===== config.mk =====
export PLATFORM = sky130hd
export DESIGN_NAME = burst_latency_timer
export DESIGN_NICKNAME = d
export VERILOG_FILES = /design/src/rtl/blt_pkg.sv /design/src/rtl/blt_cfg.sv /design/src/rtl/blt_counter.sv /design/src/rtl/blt_compete.sv /design/src/rtl/blt_terminate.sv /design/src/rtl/burst_latency_timer.sv
export SDC_FILE = /design/constraint.sdc
export NUM_CORES = 1
export LEC_CHECK = 0
export CORE_MARGIN = 2
export CORE_UTILIZATION = 47
export DETAILED_ROUTE_END_ITERATION = 7
export PLACE_DENSITY_LB_ADDON = 0.1
export SLEW_MARGIN = 30
export SYNTH_ARGS = -nofsm -noshare
export SYNTH_HDL_FRONTEND = slang
export SYNTH_SLANG_ARGS = --single-unit

===== constraint.sdc =====
create_clock -name clk -period 1.9 [get_ports clk]
set_input_delay 0.19 -clock clk [delete_from_list [all_inputs] [get_ports clk]]
set_output_delay 0.19 -clock clk [all_outputs]
set_load 0.01 [all_outputs]

===== src/rtl/blt_pkg.sv =====
package blt_pkg;

    typedef enum logic [1:0] {
        BLT_POL_NOW    = 2'b00,
        BLT_POL_ANY    = 2'b01,
        BLT_POL_HIGHER = 2'b10,
        BLT_POL_RSVD   = 2'b11
    } blt_policy_e;

endpackage


===== src/rtl/blt_cfg.sv =====
module blt_cfg
    import blt_pkg::*;
#(
    parameter int CNT_W = 8
) (
    input  logic             clk,
    input  logic             rst_n,
    input  logic             cfg_we,
    input  logic [CNT_W-1:0] cfg_limit,
    input  logic [1:0]       cfg_policy,
    output logic [CNT_W-1:0] limit,
    output blt_policy_e      policy
);

    typedef struct packed {
        logic [CNT_W-1:0] limit;
        blt_policy_e      policy;
    } cfg_state_t;

    cfg_state_t st_d, st_q;

    always_comb begin
        st_d = st_q;
        if (cfg_we) begin
            st_d.limit  = cfg_limit;
            st_d.policy = blt_policy_e'(cfg_policy);
        end
    end

    always_ff @(posedge clk) begin
        if (!rst_n) begin
            st_q.limit  <= '0;
            st_q.policy <= BLT_POL_NOW;
        end else begin
            st_q <= st_d;
        end
    end

    assign limit  = st_q.limit;
    assign policy = st_q.policy;

    // without a write strobe the stored settings hold
    a_r2_hold: assert property (@(posedge clk) disable iff (!rst_n)
        !cfg_we |=> $stable(st_q));

endmodule


===== src/rtl/blt_counter.sv =====
module blt_counter #(
    parameter int CNT_W = 8
) (
    input  logic             clk,
    input  logic             rst_n,
    input  logic             burst_active,
    input  logic             addr_ack,
    output logic             running,
    output logic [CNT_W-1:0] count
);

    localparam logic [CNT_W-1:0] CNT_MAX = {CNT_W{1'b1}};

    typedef struct packed {
        logic             running;
        logic [CNT_W-1:0] count;
    } cnt_state_t;

    cnt_state_t st_d, st_q;

    always_comb begin
        st_d = st_q;
        if (!burst_active) begin
            st_d.running = 1'b0;
            st_d.count   = '0;
        end else if (!st_q.running) begin
            if (addr_ack) begin
                st_d.running = 1'b1;
                st_d.count   = '0;
            end
        end else if (st_q.count != CNT_MAX) begin
            st_d.count = st_q.count + 1'b1;
        end
    end

    always_ff @(posedge clk) begin
        if (!rst_n) begin
            st_q.running <= 1'b0;
            st_q.count   <= '0;
        end else begin
            st_q <= st_d;
        end
    end

    assign running = st_q.running;
    assign count   = st_q.count;

    // one step per clock while a burst is timed
    a_r3_step: assert property (@(posedge clk) disable iff (!rst_n)
        st_q.running && burst_active && st_q.count != CNT_MAX
        |=> st_q.count == $past(st_q.count) + 1'b1);

    // no wrap at the top
    a_r5_saturate: assert property (@(posedge clk) disable iff (!rst_n)
        st_q.running && burst_active && st_q.count == CNT_MAX
        |=> st_q.count == CNT_MAX);

    // end of burst clears and stops
    a_r6_clear: assert property (@(posedge clk) disable iff (!rst_n)
        !burst_active |=> !st_q.running && st_q.count == '0);

    // idle counter stays at zero without a valid acknowledge
    a_r4_idle: assert property (@(posedge clk) disable iff (!rst_n)
        !st_q.running && !(addr_ack && burst_active) |=> !st_q.running && st_q.count == '0);

endmodule


===== src/rtl/blt_compete.sv =====
module blt_compete #(
    parameter int N_OTHER = 3,
    parameter int PRIO_W  = 2
) (
    input  logic                      clk,
    input  logic                      rst_n,
    input  logic [PRIO_W-1:0]         own_prio,
    input  logic [N_OTHER-1:0]        other_req,
    input  logic [N_OTHER*PRIO_W-1:0] other_prio,
    output logic                      any_req,
    output logic                      any_higher
);

    logic [N_OTHER-1:0] higher;

    for (genvar i = 0; i < N_OTHER; i++) begin : g_cmp
        always_comb begin
            higher[i] = other_req[i] && (other_prio[i*PRIO_W +: PRIO_W] > own_prio);
        end
    end

    always_comb begin
        any_req    = |other_req;
        any_higher = |higher;
    end

    // a higher-priority competitor is always also a competitor
    a_r9_subset: assert property (@(posedge clk) disable iff (!rst_n)
        any_higher |-> any_req);

endmodule


===== src/rtl/blt_terminate.sv =====
module blt_terminate
    import blt_pkg::*;
#(
    parameter int CNT_W = 8
) (
    input  logic             clk,
    input  logic             rst_n,
    input  logic             burst_active,
    input  logic             running,
    input  logic [CNT_W-1:0] count,
    input  logic [CNT_W-1:0] limit,
    input  blt_policy_e      policy,
    input  logic             any_req,
    input  logic             any_higher,
    output logic             term_req
);

    typedef struct packed {
        logic term;
    } term_state_t;

    term_state_t st_d, st_q;
    logic        expired;
    logic        allow;

    always_comb begin
        expired = running && (limit != '0) && (count > limit);
        unique case (policy)
            BLT_POL_ANY:    allow = any_req;
            BLT_POL_HIGHER: allow = any_higher;
            default:        allow = 1'b1;
        endcase
        st_d = st_q;
        if (!burst_active) begin
            st_d.term = 1'b0;
        end else if (expired && allow) begin
            st_d.term = 1'b1;
        end
    end

    always_ff @(posedge clk) begin
        if (!rst_n) begin
            st_q.term <= 1'b0;
        end else begin
            st_q <= st_d;
        end
    end

    assign term_req = st_q.term;

    // sticky while the burst lasts
    a_r12_sticky: assert property (@(posedge clk) disable iff (!rst_n)
        st_q.term && burst_active |=> st_q.term);

    // a zero limit never lets the request rise
    a_r11_zero_limit: assert property (@(posedge clk) disable iff (!rst_n)
        limit == '0 && !st_q.term |=> !st_q.term);

    // priority policy waits for a strictly higher competitor
    a_r9_wait: assert property (@(posedge clk) disable iff (!rst_n)
        policy == BLT_POL_HIGHER && !any_higher && !st_q.term |=> !st_q.term);

    // any-request policy waits for a competitor
    a_r8_wait: assert property (@(posedge clk) disable iff (!rst_n)
        policy == BLT_POL_ANY && !any_req && !st_q.term |=> !st_q.term);

    // request drops with the burst
    a_r6_drop: assert property (@(posedge clk) disable iff (!rst_n)
        !burst_active |=> !st_q.term);

endmodule


===== src/rtl/burst_latency_timer.sv =====
module burst_latency_timer
    import blt_pkg::*;
#(
    parameter int CNT_W   = 8,
    parameter int PRIO_W  = 2,
    parameter int N_OTHER = 3
) (
    input  logic                      clk,
    input  logic                      rst_n,
    input  logic                      cfg_we,
    input  logic [CNT_W-1:0]          cfg_limit,
    input  logic [1:0]                cfg_policy,
    input  logic                      burst_active,
    input  logic                      addr_ack,
    input  logic [PRIO_W-1:0]         own_prio,
    input  logic [N_OTHER-1:0]        other_req,
    input  logic [N_OTHER*PRIO_W-1:0] other_prio,
    output logic                      term_req,
    output logic [CNT_W-1:0]          lat_count
);

    logic [CNT_W-1:0] limit;
    blt_policy_e      policy;
    logic             running;
    logic [CNT_W-1:0] count;
    logic             any_req;
    logic             any_higher;

    blt_cfg #(.CNT_W(CNT_W)) u_cfg (
        .clk        (clk),
        .rst_n      (rst_n),
        .cfg_we     (cfg_we),
        .cfg_limit  (cfg_limit),
        .cfg_policy (cfg_policy),
        .limit      (limit),
        .policy     (policy)
    );

    blt_counter #(.CNT_W(CNT_W)) u_cnt (
        .clk          (clk),
        .rst_n        (rst_n),
        .burst_active (burst_active),
        .addr_ack     (addr_ack),
        .running      (running),
        .count        (count)
    );

    blt_compete #(.N_OTHER(N_OTHER), .PRIO_W(PRIO_W)) u_cmp (
        .clk        (clk),
        .rst_n      (rst_n),
        .own_prio   (own_prio),
        .other_req  (other_req),
        .other_prio (other_prio),
        .any_req    (any_req),
        .any_higher (any_higher)
    );

    blt_terminate #(.CNT_W(CNT_W)) u_term (
        .clk          (clk),
        .rst_n        (rst_n),
        .burst_active (burst_active),
        .running      (running),
        .count        (count),
        .limit        (limit),
        .policy       (policy),
        .any_req      (any_req),
        .any_higher   (any_higher),
        .term_req     (term_req)
    );

    assign lat_count = count;

    // terminate only while a count is over a nonzero limit or already latched
    a_r7_cause: assert property (@(posedge clk) disable iff (!rst_n)
        !term_req |=> !term_req || $past(running && limit != '0 && count > limit));

endmodule


### After elaboration in Yosys (flattened, before gate mapping)

Index checks and enable logic that the tools add are counted.

| operators by class | value |
|---|---|
| $add $sub $neg | 1 |
| order comparisons | 4 |
| equality and inequality tests | 4 |
| multiplexer cells | 5 |
| reductions and logical operators | 12 |

Operators with widths:

| cell | number |
|---|---|
| 8-bit two-way mux | 2 |
| 9-bit two-way mux | 1 |
| 8-bit by 1-bit adder with 8-bit output (second input constant) | 1 |
| 8-bit > comparator | 1 |
| 8-bit inequality test (second input constant) | 1 |
| 8-bit nonzero test | 1 |
| 2-bit > comparator | 3 |
| 1-bit logical AND | 6 |
| 3-bit OR reduction | 2 |
| 2-bit AND reduction | 2 |
| 2-bit by 1-bit == test with 1-bit output (second input constant) | 1 |
| 2-bit == test (second input constant) | 1 |
| 2-bit inequality test (second input constant) | 1 |
| 1-bit case mux with 2 select lines | 1 |
| 2-bit nonzero test | 1 |
| 1-bit two-way mux | 1 |

| word-level totals | value |
|---|---|
| register bits | 20 |
| input port bits | 26 |
| output and inout bits | 9 |
| logic and storage cells | 31 |

### Longest topological paths before layout

Gate-level depths: netlist of run 1.

| logic depth | value |
|---|---|
| depth in word-level cells | 5 |
| mapped depth | 7 |
| depth with buffers taken out | 7 |

### Cells and area by module

From an unflattened synthesis of run 1, not the netlist that was laid out.

| second synthesis, totals | value |
|---|---|
| cell total of the unflattened synthesis | 145 |
| area total of the unflattened synthesis | 1293.7 um^2 |

Modules (own cells, without submodules):

| module | times used | cells each | area an instance (um^2) | seq. area each (um^2) |
|---|---|---|---|---|
| blt_counter | 1 | 54 | 465.4 | 180.2 |
| blt_cfg | 1 | 31 | 374.1 | 200.2 |
| blt_terminate | 1 | 39 | 300.3 | 20.0 |
| blt_compete | 1 | 21 | 153.9 | 0.0 |

### Least setup slack after synthesis of run 1

OpenSTA, ideal clock, no wires.

| timing | value |
|---|---|
| path type | flip-flop to flip-flop |
| start | register u_cnt.count[1] (netlist name) |
| end | register u_cnt.count[7] (netlist name) |
| library setup time | 0.118 ns |
| data arrival time | 1.371 ns |
| data required time | 1.782 ns |
| setup slack | 0.411 ns |
| cell stages (with the launch flop) | 7 |
| buffers on the path | 0 |
| period minus slack after synthesis | 1.489 ns |
| cells stage by stage | dfxtp_1 > ha_1 > nand2_1 > o32ai_4 > nor3_1 > xnor2_1 > nor2_1 |

| on the way | value |
|---|---|
| word-level cells in the longest chain between the ends | 3 |
| elaborated cells on any way between the ends | 6 |
| those cells by class | add/sub: 1; eq/ne: 2; mux: 2; reduce/logical: 1 |

Ends and longest elaborated chain:

| what | RTL line |
|---|---|
| 8-bit by 1-bit adder with 8-bit output / 8-bit inequality test (equally long branches) | blt_counter.sv:32, blt_counter.sv:31 |
| 8-bit two-way mux / 2-bit inequality test (equally long branches) | -- |
| 8-bit two-way mux / 2-bit AND reduction (equally long branches) | -- |

Several ways; a longest one is shown, not always the timed one. The select of a mux whose other input is x is not followed.
A chain may end at the register's enable or synchronous reset.

### Worst setup path after layout of run 1

| timing | value |
|---|---|
| start | register u_cnt.count[1] (netlist name) |
| end | register u_cnt.count[5] (netlist name) |

| on the way | value |
|---|---|
| word-level cells in the longest chain between the ends | 3 |
| elaborated cells on any way between the ends | 6 |
| those cells by class | add/sub: 1; eq/ne: 2; mux: 2; reduce/logical: 1 |

Ends and longest elaborated chain:

| what | RTL line |
|---|---|
| 8-bit by 1-bit adder with 8-bit output / 8-bit inequality test (equally long branches) | blt_counter.sv:32, blt_counter.sv:31 |
| 8-bit two-way mux / 2-bit inequality test (equally long branches) | -- |
| 8-bit two-way mux / 2-bit AND reduction (equally long branches) | -- |

Several ways; a longest one is shown, not always the timed one. The select of a mux whose other input is x is not followed.

==> summary.md, run 1 <==
| Metric | Value |
|---|---|
| Cell area after layout | `~1700 um2` |
| Synth cell count leaders | `dfxtp_1, ha_1, inv_1` |
| TritonCTS clock tree | `built` |
| Clk root buf | `clkbuf_4` |
| Layout cells sized above 1 | `between 4 and 5%` |
| CTS Hold Buffers Added | `0` |
| Via Count | `around 1,100` |
| Grt ovf | `0` |
| Max-cap violations | `0` |
| 1st-iter DRT viols | `19` |
| Sequential cell area | `400 um2` |
| CTS resizes | `0` |
| Die height | `~55 um` |
| ANT cells | `0` |
| Max clock buf depth | `2` |
| Crit start category | `flip-flop` |
| Initial Utilization | `49.9%` |
| Final WL | `2.69 mm` |
| CTS buffer count | `3` |
| Worst-margin pin slew | `379 ps` |
| Port Buf Inserts | `34` |
| Cell count after synthesis | `about 140` |
| CP required | `between 2000 and 2500 ps` |
| LEAKAGE | `0.665 nW` |
| Mapped Area | `1240 um2` |
| Hold slack | `~500 ps` |
| Maximum vdd drop | `about 360 uV` |
| Endpoints failing hold | `0` |
| Vias in the first global route | `around 1,100` |
| Initial antenna violation count | `0` |
| Synth cell types | `26` |
| Worst EP arrival | `1880 ps` |
| Die X-Extent | `about 55 um` |
| Htree depth | `1` |
| Period minus WS final | `roughly 1700 ps` |
| Clock Skews | `5.47 ps` |
| Io pins | `35` |
| Setup CP Type | `reg -> reg` |
| Die area | `between 3000 and 4000 um2` |
| Pwr per Cell Area | `between 500 and 600 nW/um2` |
| Placement Cell Area | `1620 um2` |
| Worst setup EP type | `flip-flop` |
| Remaining antenna violation count | `0` |
| Clock power share | `29.2%` |
| Layout Utilization | `around two thirds` |
| Gate power share | `approximately a fifth` |
| Worst-path clk slew | `120 ps` |
| CTS Sinks | `20` |
| Post-synth EDFFs | `0` |
| Asr flop ratio synth | `0%` |
| Worst skew pair latency | `~300 ps` |
| Setup Viol. Count Final | `0` |
| Row count | `18` |
| Pin count of the biggest net entering global routing | `12` |
| Internal | `between 0.6 and 0.7 mW` |
| Power share of the sequential group | `just over 50%` |
| TritonRoute pass-1 iters | `4` |
| Seq cells post-synth | `20` |
| Fill cell count | `roughly 230` |
| Top-area cell type share of the netlist area | `between 30 and 40%` |
| Pins Over Slew Limit | `0` |
| Syn nets | `184` |
| Vias per Instance | `between 5 and 6` |
| Final Net Count | `223` |
| Area grow syn2layout | `34.0%` |
| Status | `finished clean` |
| Crit-path max FO | `9` |
| Area leader, netlist | `dfxtp_1` |
| Slew HR | `about three quarters` |
| RePlAce Congestion | `just under 0.9` |
| Switching Share | `about 25%` |
| Final Power | `slightly below 0.9 mW` |
| Max Clk Rate | `600 MHz` |
| # Post-CTS Setup Buffers | `0` |
| Ranking of synthesized cells by area | `dfxtp_1, ha_1, mux2i_1` |
| Core area | `roughly 2500 um2` |
| Fin crit share | `a little under 90%` |
| Syn avg cell area | `8.78 um2` |
| Top_reg_cell synth | `dfxtp_1` |
| Min-Delay Path Class | `in -> reg` |
| Number of placed instances, taps included | `a little over 200` |
| Routed wire per std cell | `12.9 um` |
| Dpl hpwl | `~2.2 mm` |
| GRT Overall Usage | `around a fifth` |
| Unrepaired setup endpoints after global routing | `false` |
| First-pass GRT wire length | `4.83 mm` |
| DRC errors left | `0` |
| Finished Layout Cells | `209` |
| Yosys warns | `0` |
| Post-synthesis sequential area ratio | `about a third` |
| Net Switching | `~0.22 mW` |
| Most common cell in the netlist | `dfxtp_1` |
| Area occupied by multi-input gates | `roughly 760 um2` |
==> flip-flops by register name, indices dropped and copies added (netlist names) <==
name and cells:
u_cfg.limit 8, u_cfg.policy 2, u_cnt.count 8, u_cnt.running 1
u_term.term_req 1
==> worst max-delay path, cell delays in order, from the launching register on <==
cell and delay, ps:
dfxtp_1 450, ha_1 240, nand2_1 120, o32ai_4 420
nor3_1 140, xnor2_1 150, nor2_1 50
==> layout by cell type (no fill, tap or decap), types with 5 or more instances in the layout <==
cell             netlist  final
inv_1                 17     17
o21ai_0                5      5
clkdlybuf4s50_1        0     34
nand3_1                6      6
a21oi_1                8      8
mux2i_1               10     10
ha_1                  17     17
nand2_1                9      9
nor2b_1               14     14
dfxtp_1               20     20
nor2_1                 7      7
==> power by group through the flow <==
| stage | Sequential, mW | Clock, mW | Combinational (mW) |
|---|---|---|---|
| after floorplan | 0.453 | 0 | 0.0893 |
| after global placement | 0.456 | 0 | 0.159 |
| after detailed placement | 0.457 | 0 | 0.167 |
| after CTS | 0.447 | 0.260 | 0.168 |
| after global routing | 0.450 | 0.279 | 0.188 |
| final | 0.447 | 0.254 | 0.167 |
==> through the flow <==
stage / worst slack (ps) / setup TNS, ps
2_1_floorplan: 411 / 0
3_3_place_gp: 7.16 / 0
3_5_place_dp: -40.0 / -40.0
4_1_cts: 250 / 0
5_1_grt: 106 / 0
6_report: 233 / 0
==> kinds of logic after synthesis <==
family	count (synthesis)	share of synthesized area (%)
AO/OA/AOI/OAI	24	13.8
flip-flops	20	32.4
buffers and inverters	19	5.86
XOR/XNOR	3	2.12
multiplexers	10	8.09
AND/OR/NAND/NOR	48	20.6
adder cells (fa/ha/maj)	17	17.2
==> path summary, 6_finish.rpt <==
check	cells past startpoint	end	from	slack [ps]
hold reg to reg	2	u_term.term_req	u_term.term_req	510
setup reg to reg	6	u_cnt.count[5]	u_cnt.count[1]	230
hold / removal	3	u_cfg.policy[0]	cfg_policy[0]	490
setup / recovery	6	u_cnt.count[5]	u_cnt.count[1]	230
==> per-layer routing <==
metal / up-vias / wire (um) / global-route usage (%)
met5: - / 0 / 0
met4: 0 / 47 / 10.1
met3: 6 / 103 / 3.51
met2: 29 / 1320 / 33.2
met1: 514 / 1210 / 22.9
li1: 569 / - / -
==> area by class of cell <==
| class | count | area share [%] |
|---|---|---|
| multi-input cells | 102 | 46.1 |
| flip-flops and latches | 20 | 24.2 |
| repair buffers | 36 | 21.4 |
| inverters | 17 | 3.85 |
| well taps | 30 | 2.26 |
| clock buffers | 4 | 2.19 |
No activity file was read; power rests on OpenSTA's default activity.
==> inputs of run 2 (changes only) <==
- CORE_UTILIZATION: 47 -> 48
- SYNTH_HIERARCHICAL: unset -> 1
==> run 2 against run 1 <==
  * Synthesized area rose by 4.6%
  * Critical path depth up 4
  * Routed wire length increased by 16%
==> summary.md, run 2 <==
| Metric | Value |
|---|---|
| Grt ovf | `0 (unchanged)` |
| Final WL | `3.10 mm (was 2.69 mm)` |
| Gate power share | `20.8% (was 19.2%)` |
| Synth cell count leaders | `dfxtp_1, ha_1, inv_1, nor2b_1, a21oi_1 (was dfxtp_1, ha_1, inv_1)` |
| Syn nets | `188 (was 184)` |
| R2r startpoint | `u_cnt/count[1] (was u_cnt.count[1])` |
| Via Count | `1,219 (was 1,118)` |
| Unrepaired setup endpoints after global routing | `false (unchanged)` |
| Final Power | `0.898 mW (was 0.868 mW)` |
| Synth cell types | `36 (was 26)` |
| Final Net Count | `228 (was 223)` |
| WP buf/inv | `2 (was 0)` |
| Max-cap violations | `0 (unchanged)` |
| Initial antenna violation count | `0 (unchanged)` |
| Most frequent cells in the layout | `clkdlybuf4s50_1, dfxtp_1, ha_1 (was clkdlybuf4s50_1, dfxtp_1, inv_1, ha_1, nor2b_1)` |
| Initial Utilization | `51.3% (was 49.9%)` |
| Vias per Instance | `5.70 (was 5.35)` |
| Syn avg cell area | `8.92 um2 (was 8.78 um2)` |
| CP Launch Point | `own_prio[1] (was u_cnt.count[1])` |
| Total negative slack | `0 ps (unchanged)` |
| 1st-iter DRT viols | `61 (was 19)` |
| Pre-CTS WS | `-279 ps (was -40.0 ps)` |
| Cell area after layout | `1720 um2 (was 1660 um2)` |
| Commonest non-fill, non-tap cell in the layout | `clkdlybuf4s50_1 (unchanged)` |
| Die height | `55.9 um (was 55.3 um)` |
| CTS Sinks | `20 (unchanged)` |
| Layout Utilization | `68.3% (was 66.9%)` |
| First-pass GRT wire length | `5.17 mm (was 4.83 mm)` |
| Setup Viol. Count Final | `0 (unchanged)` |
| Pin count of the biggest net entering global routing | `12 (unchanged)` |
| Worst-margin pin slew | `350 ps (was 379 ps)` |
| Power share of the sequential group | `49.7% (was 51.5%)` |
| Maximum vdd drop | `463 uV (was 360 uV)` |
| Largest regs | `u_cfg/limit: 8 flops, u_cnt/count: 8 flops, u_cfg/policy: 2 flops (was u_cfg.limit: 8 flops, u_cnt.count: 8 flops, u_cfg.policy: 2 flops)` |
| CP max-delay cell | `clkdlybuf4s50_1 (was dfxtp_1)` |
| Dpl hpwl | `2.42 mm (was 2.15 mm)` |
| Clock Skews | `5.71 ps (was 5.47 ps)` |
| Yosys warns | `6 (was 0)` |
| Post-synth EDFFs | `0 (unchanged)` |
| ANT cells | `0 (unchanged)` |
| CTS Hold Buffers Added | `0 (unchanged)` |
| Max Clk Rate | `557 MHz (was 600 MHz)` |
| Row count | `18 (unchanged)` |
| Io pins | `35 (unchanged)` |
| Seq cells post-synth | `20 (unchanged)` |
| Port Buf Inserts | `34 (unchanged)` |
| Hold path start | `cfg_limit[3] (was cfg_policy[0])` |
| Max clock buf depth | `2 (unchanged)` |
| Clk root buf | `clkbuf_4 (unchanged)` |
| Die X-Extent | `55.9 um (was 55.3 um)` |
| CP peak stage delay | `470 ps (was 450 ps)` |
| CP Cell Sequence | `clkdlybuf4s50_1, inv_2, ha_1, nor2b_1, o211ai_1, nand3_1, a221o_1, o21ai_0, o21bai_1, o311a_1 (was ha_1, nand2_1, o32ai_4, nor3_1, xnor2_1, nor2_1)` |
| Most common cell in the netlist | `dfxtp_1 (unchanged)` |
| Pins Over Slew Limit | `0 (unchanged)` |
| Setup CP Type | `in -> reg (was reg -> reg)` |
| Mapped Area | `1290 um2 (was 1240 um2)` |
| Cell family with most CP delay | `compound AO/OA/AOI/OAI gates (was flip-flops)` |
| Final WS setup | `106 ps (was 233 ps)` |
| Status | `finished clean (unchanged)` |
| Core area | `2520 um2 (was 2480 um2)` |
| Worst EP arrival | `2020 ps (was 1880 ps)` |
| Switching Share | `26.4% (was 25.1%)` |
| Htree depth | `1 (unchanged)` |
| Post-synthesis sequential area ratio | `30.9% (was 32.4%)` |
| Remaining antenna violation count | `0 (unchanged)` |
| Fill cell count | `225 (was 228)` |
| Die area | `3130 um2 (was 3060 um2)` |
| Routed wire per std cell | `14.5 um (was 12.9 um)` |
| Area leader, netlist | `dfxtp_1 (unchanged)` |
| Worst-path clk slew | `120 ps (about the same)` |
| Top-area cell type share of the netlist area | `30.9% (was 32.4%)` |
| Layout cells sized above 1 | `8.70% (was 4.47%)` |
| TritonCTS clock tree | `built (unchanged)` |
| Ranking of synthesized cells by area | `dfxtp_1, ha_1, mux2i_1 (unchanged)` |
| Pwr per Cell Area | `521 nW/um2 (was 524 nW/um2)` |
| CTS buffer count | `3 (unchanged)` |
| Slew HR | `76.6% (was 74.7%)` |
| LEAKAGE | `0.708 nW (was 0.665 nW)` |
| Top_reg_cell synth | `dfxtp_1 (unchanged)` |
| Fin crit share | `94.4% (was 87.7%)` |
| DRC errors left | `0 (unchanged)` |
| Worst setup EP type | `flip-flop (unchanged)` |
| Crit-path max FO | `3 (was 9)` |
| GRT Overall Usage | `20.5% (was 19.4%)` |
| Area grow syn2layout | `33.2% (was 34.0%)` |
| Crit start category | `input port (was flip-flop)` |
| Net Switching | `0.237 mW (was 0.218 mW)` |
| Placement Cell Area | `1670 um2 (was 1620 um2)` |
| TritonRoute pass-1 iters | `4 (unchanged)` |
| Vias in the first global route | `1,221 (was 1,134)` |
| Internal | `0.661 mW (was 0.650 mW)` |
| Cell count after synthesis | `145 (was 141)` |
| Endpoints failing hold | `0 (unchanged)` |
| RePlAce Congestion | `0.863 (was 0.879)` |
| Worst skew pair latency | `320 ps (was 300 ps)` |
| Asr flop ratio synth | `0% (unchanged)` |
| # Post-CTS Setup Buffers | `0 (unchanged)` |
| Period minus WS final | `1790 ps (was 1670 ps)` |
| CP required | `2130 ps (was 2110 ps)` |
| Min-Delay Path Class | `in -> reg (unchanged)` |
| Clock power share | `29.5% (was 29.2%)` |
run 2: tightest hold or removal path, cell delays in order:
cell             delay, ps
clkdlybuf4s50_1        390
mux2i_1                130
nor2b_1                 50
run 2: repair_timing:
item / 4_1_cts / 5_1_grt
endpoints found under the setup margin: 0 / 1
hold endpoints to repair: 0 / 0
resized for setup: 0 / 2
run 2: worst paths after layout:
path,end,slack (ps),cells past startpoint
worst max-delay path,u_term/term_req,110,10
worst min-delay path,u_cfg/limit[3],480,3
worst max register to register,u_cnt/count[6],370,5
worst min register to register,u_cnt/count[1],540,2
run 2: logic make-up (layout without fill, tap and decap cells):
family                   after synthesis  after routing  synth area share [%]
AO/OA/AOI/OAI                         33             33                  16.6
flip-flops                            20             20                  30.9
AND/OR/NAND/NOR                       47             47                  21.8
adder cells (fa/ha/maj)               17             17                  16.4
buffers and inverters                 18             57                  6.48
multiplexers                          10             10                  7.74
run 2: per-layer routing:
layer	vias up	GRT usage, %	wire, um
met4	0	7.14	32
met3	3	3.72	215
li1	606	-	-
met2	49	37.4	1590
met5	-	0	0
met1	561	23.9	1270
run 2: power by group through the flow:
stage | clock network (mW) | logic [mW] | registers, mW
after floorplan | 0 | 0.101 | 0.451
after global placement | 0 | 0.175 | 0.455
after detailed placement | 0 | 0.182 | 0.456
after CTS | 0.266 | 0.183 | 0.446
after global routing | 0.279 | 0.208 | 0.448
final | 0.265 | 0.187 | 0.446
run 2: layout make-up:
class | count | area, um2 | area share (%)
clock buffer | 4 | 36.3 | 2.11
inverter | 15 | 56.3 | 3.27
multi-input combinational | 107 | 822 | 47.7
sequential | 20 | 400 | 23.2
tap | 30 | 37.5 | 2.18
timing repair buffer | 38 | 370 | 21.5
run 2: stage by stage:
step	hold slack, ps	instances
floorplan	316	145
global placement	505	210
detailed placement	519	210
CTS	476	214
global route	497	214
finish	475	214
==> inputs of run 3 (changes only) <==
- CAP_MARGIN: unset -> 25
==> results of run 3 <==
Final layout, timing and power as in run 2 (identical DEF).
